`src/rtl/pid_lf_pkg.sv`:
```
package pid_lf_pkg;
   localparam int WIDE_W = 64;
   typedef logic signed [WIDE_W-1:0] wide_t;

   // limit a value to the signed range of w bits
   function automatic wide_t clamp_s(input wide_t v, input int w);
      wide_t hi;
      wide_t lo;
      hi = (wide_t'(1) <<< (w - 1)) - wide_t'(1);
      lo = -hi - wide_t'(1);
      if (v > hi)      return hi;
      else if (v < lo) return lo;
      else             return v;
   endfunction
endpackage

```
`src/rtl/pid_pi_stage.sv`:
```
module pid_pi_stage
   import pid_lf_pkg::*;
#(
   parameter int ERR_W = 16,
   parameter int ACC_W = 40,
   parameter int KP    = 4096,
   parameter int KIH   = 18
) (
   input  logic                    clk,
   input  logic                    rst_n,
   input  logic                    stb,
   input  logic                    clr,
   input  logic signed [ERR_W-1:0] err,
   output logic signed [ACC_W-1:0] u
);
   localparam wide_t KP_W  = wide_t'(KP);
   localparam wide_t KIH_W = wide_t'(KIH);

   logic signed [ERR_W-1:0] e_prev;
   logic signed [ACC_W-1:0] integ;
   logic signed [ACC_W-1:0] integ_nx;

   always_comb begin
      integ_nx = ACC_W'(clamp_s(wide_t'(integ) +
                 KIH_W * (wide_t'(err) + wide_t'(e_prev)), ACC_W));
      u        = ACC_W'(clamp_s(KP_W * wide_t'(err) + wide_t'(integ_nx), ACC_W));
   end

   always_ff @(posedge clk or negedge rst_n) begin
      if (!rst_n) begin
         integ  <= '0;
         e_prev <= '0;
      end else if (stb) begin
         if (clr) begin
            integ  <= '0;
            e_prev <= '0;
         end else begin
            integ  <= integ_nx;
            e_prev <= err;
         end
      end
   end

   // integrator moves only on a strobe
   assert_pi_hold_R3: assert property (@(posedge clk) disable iff (!rst_n)
      !stb |=> $stable(integ) && $stable(e_prev));
   // clear at a strobe empties the section
   assert_pi_clear_R7: assert property (@(posedge clk) disable iff (!rst_n)
      (stb && clr) |=> (integ == '0) && (e_prev == '0));
endmodule

```
`src/rtl/pid_lead_stage.sv`:
```
module pid_lead_stage
   import pid_lf_pkg::*;
#(
   parameter int ACC_W = 40,
   parameter int FRAC  = 12,
   parameter int LB0   = 37609,
   parameter int LB1   = -36864,
   parameter int LA1   = 3351
) (
   input  logic                    clk,
   input  logic                    rst_n,
   input  logic                    stb,
   input  logic                    clr,
   input  logic signed [ACC_W-1:0] u,
   output logic signed [ACC_W-1:0] y
);
   localparam wide_t B0_W = wide_t'(LB0);
   localparam wide_t B1_W = wide_t'(LB1);
   localparam wide_t A1_W = wide_t'(LA1);

   logic signed [ACC_W-1:0] u_prev;
   logic signed [ACC_W-1:0] y_prev;

   always_comb begin
      y = ACC_W'(clamp_s((B0_W * wide_t'(u) + B1_W * wide_t'(u_prev) +
                          A1_W * wide_t'(y_prev)) >>> FRAC, ACC_W));
   end

   always_ff @(posedge clk or negedge rst_n) begin
      if (!rst_n) begin
         u_prev <= '0;
         y_prev <= '0;
      end else if (stb) begin
         if (clr) begin
            u_prev <= '0;
            y_prev <= '0;
         end else begin
            u_prev <= u;
            y_prev <= y;
         end
      end
   end

   // lead-lag history advances only on a strobe
   assert_ld_hold_R4: assert property (@(posedge clk) disable iff (!rst_n)
      !stb |=> $stable(u_prev) && $stable(y_prev));
   // clear at a strobe empties the history
   assert_ld_clear_R7: assert property (@(posedge clk) disable iff (!rst_n)
      (stb && clr) |=> (u_prev == '0) && (y_prev == '0));
endmodule

```
`src/rtl/pid_loop_filter.sv`:
```
module pid_loop_filter
   import pid_lf_pkg::*;
#(
   parameter int ERR_W   = 16,
   parameter int OUT_W   = 16,
   parameter int COEF_W  = 18,
   parameter int FRAC    = 12,
   parameter int ACC_W   = 40,
   parameter bit LEAD_EN = 1'b1,
   parameter int KP      = 4096,
   parameter int KIH     = 18,
   parameter int LB0     = 37609,
   parameter int LB1     = -36864,
   parameter int LA1     = 3351
) (
   input  logic                    clk,
   input  logic                    rst_n,
   input  logic                    smp_stb,
   input  logic                    clr,
   input  logic signed [ERR_W-1:0] err_in,
   output logic signed [OUT_W-1:0] corr_out
);
   localparam int COEF_MAX = (1 << (COEF_W - 1)) - 1;

   initial begin
      assert_param_width: assert (ACC_W + COEF_W + 4 <= WIDE_W && ERR_W < ACC_W
                                  && OUT_W <= ACC_W && FRAC < ACC_W && COEF_W < 31);
      assert_param_coef: assert (KP <= COEF_MAX && KP >= -COEF_MAX - 1 &&
                                 KIH <= COEF_MAX && KIH >= -COEF_MAX - 1 &&
                                 LB0 <= COEF_MAX && LB0 >= -COEF_MAX - 1 &&
                                 LB1 <= COEF_MAX && LB1 >= -COEF_MAX - 1 &&
                                 LA1 <= COEF_MAX && LA1 >= -COEF_MAX - 1);
   end

   logic                    clr_pend;
   logic                    clr_now;
   logic signed [ACC_W-1:0] u;
   logic signed [ACC_W-1:0] y;
   logic signed [OUT_W-1:0] out_nx;

   assign clr_now = clr | clr_pend;

   pid_pi_stage #(.ERR_W(ERR_W), .ACC_W(ACC_W), .KP(KP), .KIH(KIH)) u_pi (
      .clk(clk), .rst_n(rst_n), .stb(smp_stb), .clr(clr_now),
      .err(err_in), .u(u));

   generate
      if (LEAD_EN) begin : g_lead
         pid_lead_stage #(.ACC_W(ACC_W), .FRAC(FRAC), .LB0(LB0), .LB1(LB1),
                          .LA1(LA1)) u_lead (
            .clk(clk), .rst_n(rst_n), .stb(smp_stb), .clr(clr_now),
            .u(u), .y(y));
      end else begin : g_pi_only
         assign y = u;
      end
   endgenerate

   assign out_nx = OUT_W'(clamp_s(wide_t'(y) >>> FRAC, OUT_W));

   always_ff @(posedge clk or negedge rst_n) begin
      if (!rst_n) begin
         clr_pend <= 1'b0;
         corr_out <= '0;
      end else begin
         clr_pend <= smp_stb ? 1'b0 : (clr_pend | clr);
         if (smp_stb) corr_out <= clr_now ? '0 : out_nx;
      end
   end

   // output holds between strobes
   assert_hold_R2: assert property (@(posedge clk) disable iff (!rst_n)
      !smp_stb |=> $stable(corr_out));
   // clear together with a strobe yields zero
   assert_clear_R7: assert property (@(posedge clk) disable iff (!rst_n)
      (smp_stb && clr) |=> corr_out == '0);
   // a clear pulse followed by a strobe yields zero
   assert_pend_R8: assert property (@(posedge clk) disable iff (!rst_n)
      (clr && !smp_stb) ##1 smp_stb |=> corr_out == '0);
endmodule

```
`config.mk`:
```
export PLATFORM = sky130hd
export DESIGN_NAME = pid_loop_filter
export DESIGN_NICKNAME = d
export VERILOG_FILES = /design/src/rtl/pid_lf_pkg.sv /design/src/rtl/pid_pi_stage.sv /design/src/rtl/pid_lead_stage.sv /design/src/rtl/pid_loop_filter.sv
export SDC_FILE = /design/constraint.sdc
export NUM_CORES = 2
export LEC_CHECK = 0
export BUFFER_PORTS_ARGS = -buffer_cell sky130_fd_sc_hd__buf_2
export CAP_MARGIN = 10
export CORE_MARGIN = 2
export CORE_UTILIZATION = 45
export CTS_CLUSTER_SIZE = 40
export DETAILED_ROUTE_END_ITERATION = 6
export PLACE_DENSITY_LB_ADDON = 0.15
export SLEW_MARGIN = 20
export SYNTH_ARGS = -nofsm -noshare
export SYNTH_HDL_FRONTEND = slang
export SYNTH_SLANG_ARGS = --single-unit
```
`constraint.sdc`:
```
create_clock -name clk -period 25.2 [get_ports clk]
set_input_delay 2.52 -clock clk [delete_from_list [all_inputs] [get_ports clk]]
set_output_delay 2.52 -clock clk [all_outputs]
set_load 0.02 [all_outputs]
```
After elaboration in Yosys (flattened, before gate mapping)
Cells that the tools add are included.
{ "word_totals": {"input_bits": 20, "elab_cells": 38, "regBits": 153, "romBits": 0, "n_memories": 0, "ram_bits": 0, "latch_bits": 0, "out_inout_bits": 16} }
{ "classes": {"n_bitwise": 1, "magnitude_cmp": 8, "n_eq_ne": 0, "shift": 0, "div": 0, "multipliers": 4, "add_sub_neg": 5, "n_reduce_logical": 0, "n_mux": 14} }
{ "ops": {"columns": ["op", "count"], "rows": [
  ["$mux W40", 9],
  ["$add A40 B64 Y64", 1],
  ["$add A64 B53 Y64", 1],
  ["$add A64 B64 Y64", 1],
  ["$gt A64 B40 Y1 const B", 1],
  ["$lt A64 B40 Y1 const B", 1],
  ["$mul A5 B64 Y63 const A", 1],
  ["$mux W16", 4],
  ["$mul A17 B40 Y57 const A", 1],
  ["$mul A13 B40 Y53 const A", 1],
  ["$gt A52 B40 Y1 const B", 1],
  ["$lt A52 B40 Y1 const B", 1],
  ["$mul A5 B40 Y45 const A", 1],
  ["$add A28 B40 Y41", 1],
  ["$gt A41 B40 Y1 const B", 1],
  ["$lt A41 B40 Y1 const B", 1],
  ["$gt A28 B16 Y1 const B", 1],
  ["$lt A28 B16 Y1 const B", 1],
  ["$add A16 B16 Y17", 1],
  ["$mux W1", 1],
  ["$or A1 B1 Y1", 1]
]} }

Depth between registers and ports, before layout
{ "logic_depth": {"word_depth": 20, "depth_mapped": 127, "ltp_nobuf": 117} }

Hierarchy
A second synthesis with hierarchy kept.
{ "hier_totals": {"hier_cells": 5180, "area_unflattened_um2": 45511.1} }
{ "modules_own_cells": {"columns": ["mod", "seq_area_each_um2", "cells_per_inst", "area_each_um2", "instances"], "rows": [
  ["pid_lead_stage", 2001.9, 3686, 33997.6, 1],
  ["pid_pi_stage", 1401.3, 1444, 10775.3, 1],
  ["pid_loop_filter", 425.4, 50, 738.2, 1]
]} }

Worst setup path before layout
Ideal clock, no wire load.
{ "synth_timing": {"path_type": "input-to-reg", "from": "input err_in[0]", "to": "register corr_out[10]", "required_ns": 25.054, "arrival_ns": 25.971, "path_buffers": 9, "cell_stages": 120, "setup_time_ns": 0.146, "slack_ns": -0.917, "cell_sequence": "ha_1 -> inv_1 -> fa_1 -> nor2b_1 -> o21ai_0 -> nand2b_1 -> a21o_1 -> a21o_1 -> a21oi_1 -> o21bai_1 -> a21oi_1 -> o21bai_1 -> a21oi_1 -> o21bai_1 -> a21oi_1 -> o21bai_1 -> a2111oi_0 -> a21oi_1 -> [84 not listed] -> o21ai_0 -> a21o_1 -> a21oi_1 -> o221ai_1 -> a21oi_1 -> o21ai_0 -> a41oi_1 -> inv_1 -> nor3_1 -> a311oi_1 -> nor4_1 -> o2111ai_1 -> o311a_1 -> o21a_1 -> buf_2 -> a31oi_4 -> buf_6 -> o221ai_2"} }
{ "synth_via": {"elab_chain_len": 20, "elab_cells_between_ends": 24, "cone_classes": "5 x add/sub; 2 x mul; 8 x order compare; 9 x mux"} }
{ "synth_rtl": {"columns": ["element", "line", "rtl"], "rows": [
  ["from (decl)", "pid_loop_filter.sv:20", "input logic signed [ERR_W-1:0] err_in,"],
  ["$add A16 B16 Y17", "pid_pi_stage.sv:25", "KIH_W * (wide_t'(err) + wide_t'(e_prev)), ACC_W));"],
  ["$mul A5 B64 Y63", "pid_pi_stage.sv:25", null],
  ["$add A40 B64 Y64", "pid_pi_stage.sv:24", "integ_nx = ACC_W'(clamp_s(wide_t'(integ) +"],
  ["$lt A64 B40 Y1", "pid_lf_pkg.sv:12", "else if (v < lo) return lo;"],
  ["$mux W40", "pid_lf_pkg.sv:12", null],
  ["$mux W40", "pid_lf_pkg.sv:11", "if (v > hi) return hi;"],
  ["$add A28 B40 Y41 (*)", "pid_pi_stage.sv:26", "u = ACC_W'(clamp_s(KP_W * wide_t'(err) + wide_t'(integ_nx), ACC_W));"],
  ["$lt A41 B40 Y1", "pid_lf_pkg.sv:12", null],
  ["[4 not listed]", null, null],
  ["$add A64 B53 Y64 (*)", "pid_lead_stage.sv:25", "y = ACC_W'(clamp_s((B0_W * wide_t'(u) + B1_W * wide_t'(u_prev) +"],
  ["$lt A52 B40 Y1", "pid_lf_pkg.sv:12", null],
  ["$mux W40", "pid_lf_pkg.sv:12", null],
  ["$mux W40 (*)", "pid_lf_pkg.sv:11", null],
  ["$lt A28 B16 Y1", "pid_lf_pkg.sv:12", null],
  ["$mux W16", "pid_lf_pkg.sv:12", null],
  ["$mux W16 (*)", "pid_lf_pkg.sv:11", null],
  ["$mux W16 (*)", "pid_loop_filter.sv:66", "if (smp_stb) corr_out <= clr_now ? '0 : out_nx;"],
  ["to (signal assigned)", "pid_loop_filter.sv:66", null],
  ["to (decl)", "pid_loop_filter.sv:21", "output logic signed [OUT_W-1:0] corr_out"]
]} }
Mark *: on every way between the ends. The rest lies on a longest branch, timed or not.
A chain may end at the register's enable or synchronous reset.

Worst setup path in the final report
{ "layout_timing": {"from": "input err_in[1]", "to": "register corr_out[0]"} }
The elaborated chain is that of the path after synthesis.

==> summary by stage <==
Logic synthesis
The cell taking the most area after synthesis is fa_1. Counting instances in the post-synthesis netlist gives the leading cell types as inv_1 (1330), ha_1 (690), fa_1 (581). Summing every instance area after synthesis gives 43700 sq um. After synthesis, the cell types taking the most area are fa_1 (27%), ha_1 (20%), inv_1 (11%). The share of synthesized area in the top cell type comes to 0.2662. The most instantiated library cell after synthesis is inv_1. The number of warning messages in the yosys log is 0. The fraction of registers with async set or reset after synthesis is 1.000.

In the synthesized netlist the dominant register cell turns out to be dfrtp_1. The register bit count reported by yosys is 153. The share of the Yosys chip area taken by registers is 0.08761. The number of cells produced by synthesis is about 5000.

The synthesized design contains 0 enable-type register cells. The count of different cell masters after synthesis is roughly 100. The total nets after synthesis is around 6400. The average instance in the mapped netlist occupies roughly 8.6 sq um.

Global route
For this run, the total global-route usage over all layers was measured as 0.2627. The number of antenna violations at the first check in global routing is 0. The total congestion overflow after global routing is 0. Entering global routing, the biggest net connects 73 pins. The first global-routing pass estimated a little over 200000 um of wire. The via count of the first global-routing pass is 38050.

Timing
The count of pins over their slew limit came to 0. The setup slack of the critical path after layout is around 0.65 ns. The tightest hold path in the finished design has a slack of slightly above 0.5 ns.

The number of hold violations in the final report was 0. Setup repair after global routing could not meet its margin everywhere. Across the routed clock network, the largest skew measured is ~0.029 ns. The final period utilization is 0.9741. The worst pin sits at a relative slew slack of 0.2661. Derived from the worst setup path, the maximum achievable clock frequency is a little over 40 MHz. The worst-margin pin slew is roughly 1.1 ns.

The total of endpoints with negative setup slack in the final report is 0. The shortest period the worst path allows is about 25 ns.

Worst setup path
The class of the most critical setup path is input pin to flip-flop. STA puts the critical path data required time at 25.53 ns. For this run, the slowest stage of the critical path takes 0.55 ns.

The launching element type of the critical path is an input pin. STA puts the critical path data arrival time at about 25 ns. In this run the critical register-to-register path is launched from u_pi.e_prev[0]. The slack of the worst reg-to-reg path is ~2.3 ns. The length in cells of the worst reg-to-reg path is ~120. In this run the critical register-to-register path is captured at corr_out[0]. The worst setup path is captured at a flip-flop. The most numerous cell on the critical path is inv_1. Along the worst path, the maximum fanout reaches 8. On the critical path, the stage with the largest delay is an instance of fa_1.

Placement
The cell count after placement is about 7000. Prior to clock tree synthesis, the placed netlist has a worst setup slack of -1.903 ns. The global placer's final weighted congestion is between 0.9 and 1.

The post-DP HPWL is between 100000 and 150000 um. In this run the tool buffered the top-level ports with 35 buffer cells.

Route
The first TritonRoute pass finished after 5 iterations. In the routed layout, each cell is associated on average with a via count of a little over 5. The count of routing violations after the opening detailed-route iteration is around 1800.

The count of antenna-violating nets left after detailed routing is 0. For this block, the routed nets add up to about 130000 um of wire. The via count is 37660.

After detailed routing, the number of remaining DRC violations is 0. Dividing the detail-routed wire length by the instance count gives around 18 um.

Finish
The count of non-filler cells in the finished layout is between 7000 and 8000. The count of nets after finishing is about 7300. Fill cells in the final layout number approximately 9000.

The proportion of layout cells with a drive suffix above 1 is 0.2538. Compared with the post-synthesis result, the final layout area differs by 28.60%. The repair_antennas step left the layout with diodes totalling 0.

Floorplanning
The effective utilization at floorplan is 0.4532. The top-level port count is 36. The total die area is around 100000 sq um. The horizontal extent of the die is 315.6 um. The row count is ~110. The core region area is 96420 sq um. The die outline height is roughly 320 um.

Worst hold path
Counting instances, the worst hold path has a depth of 1. The worst hold path terminates at u_pi.integ[5]. The type of the most critical hold path is flip-flop to flip-flop. The startpoint of the tightest hold check path is u_pi.integ[5].

Job
The max-capacitance violation count is 0.

Clocking
The clock tree synthesis step divided the H-tree into 4 levels. The sink count of the clock tree is around 150. For the worst-skew pair, the clock arrives at the later sink with an insertion delay of roughly 0.52 ns. The buffer levels on the longest clock path is 2.

CTS placed an instance of clkbuf_16 at the clock tree root. The clock tree from TritonCTS is yes. After clock tree synthesis, the clock-pin slew on the worst setup and hold paths is 0.08 ns. The CTS buffer count is 17.

Status
The run finished with clean final reports.
-- flip-flops by register name, summed over array words and instances (netlist names) --
register	count
u_pi.integ	40
g_lead.u_lead.u_prev	40
u_pi.e_prev	16
g_lead.u_lead.y_prev	40
clr_pend	1
corr_out	16
-- layout make-up --
class	instances	area [sq um]	share of cell area
multi-input combinational	3457	36770	0.6543
inverter	1333	5019	0.08930
clock inverter	15	200.2	0.003562
timing repair buffer	1072	8356	0.1487
tap	1276	1597	0.02841
clock buffer	17	425.4	0.007570
sequential	153	3829	0.06813
-- through the flow --
step	cell area (sq um)	setup TNS [ns]	utilization
6_report	56200	0	0.5828
5_1_grt	56200	-12.78	0.5828
4_1_cts	53560	0	0.5555
3_5_place_dp	52160	-99.84	0.5409
3_3_place_gp	52160	-77.14	0.5409
2_1_floorplan	43820	0	-
-- cells in the final DEF (no fill, tap or decap), drive strengths merged, types with 17 or more instances in the layout --
cell    Yosys  final
o21ai     195    195
a22o       48     48
nand3      54     54
o22ai      38     38
nor3       53     53
nand4      47     47
nor2      173    173
inv      1332   1343
xnor2     203    203
a31oi      32     32
a21o      149    149
o221ai     31     31
and2       32     32
a211oi     19     19
fa        581    581
dfrtp     153    153
a21oi     347    347
or2        18     18
xor2      103    103
o21bai     62     62
clkbuf    103     19
o211ai     17     17
and3       26     26
nor2b      30     30
nand2     208    208
nand2b     44     44
o21a       31     31
ha        690    690
buf        24   1070
-- logic make-up after synthesis --
logic type	after synthesis	share of synthesized area
and+or+nand+nor	746	0.08449
muxes	18	0.004295
AOI/OAI and AO/OA	1105	0.1695
xor gates and xnor gates	306	0.06133
DFF	153	0.08761
buffers and inverters	1460	0.1265
adders and majority gates	1282	0.4662
-- routing by layer --
layer  wire [um]  global-route usage
met1       59390              0.3462
met3        3319             0.02269
met4        4238             0.08229
met5           0                   0
met2       65080              0.4568
-- worst max path at each step --
stage	start	endpoint	slack [ns]	depth (start not counted)
final	err_in[1]	corr_out[0]	0.65	118
after detailed placement	err_in[1]	corr_out[0]	-1.90	120
after global routing	err_in[0]	corr_out[2]	-0.29	118
after global placement	err_in[1]	corr_out[1]	-1.48	116
after CTS	err_in[1]	corr_out[8]	0.007	120
after floorplan	err_in[0]	corr_out[10]	0.02	120
-- repair_timing --
item	in CTS	in global routing
buffers inserted	33	70
resized for setup	117	432
hold buffers	0	0
gates cloned	1	4
pin swaps	61	230
setup endpoints to repair	56	56
-- critical path: cells and delay by family --
kind / cells / cell delay (ns)
AO/OA/AOI/OAI: 53 / 9.22
adder cells (fa/ha/maj): 19 / 6.98
AND/OR/NAND/NOR: 19 / 2.87
buffers and inverters: 22 / 2.22
XOR/XNOR: 4 / 0.79
multiplexers: 1 / 0.26
Power is not shown: default switching activity piles up to over one toggle a cycle in this logic, so the estimate is an artifact.
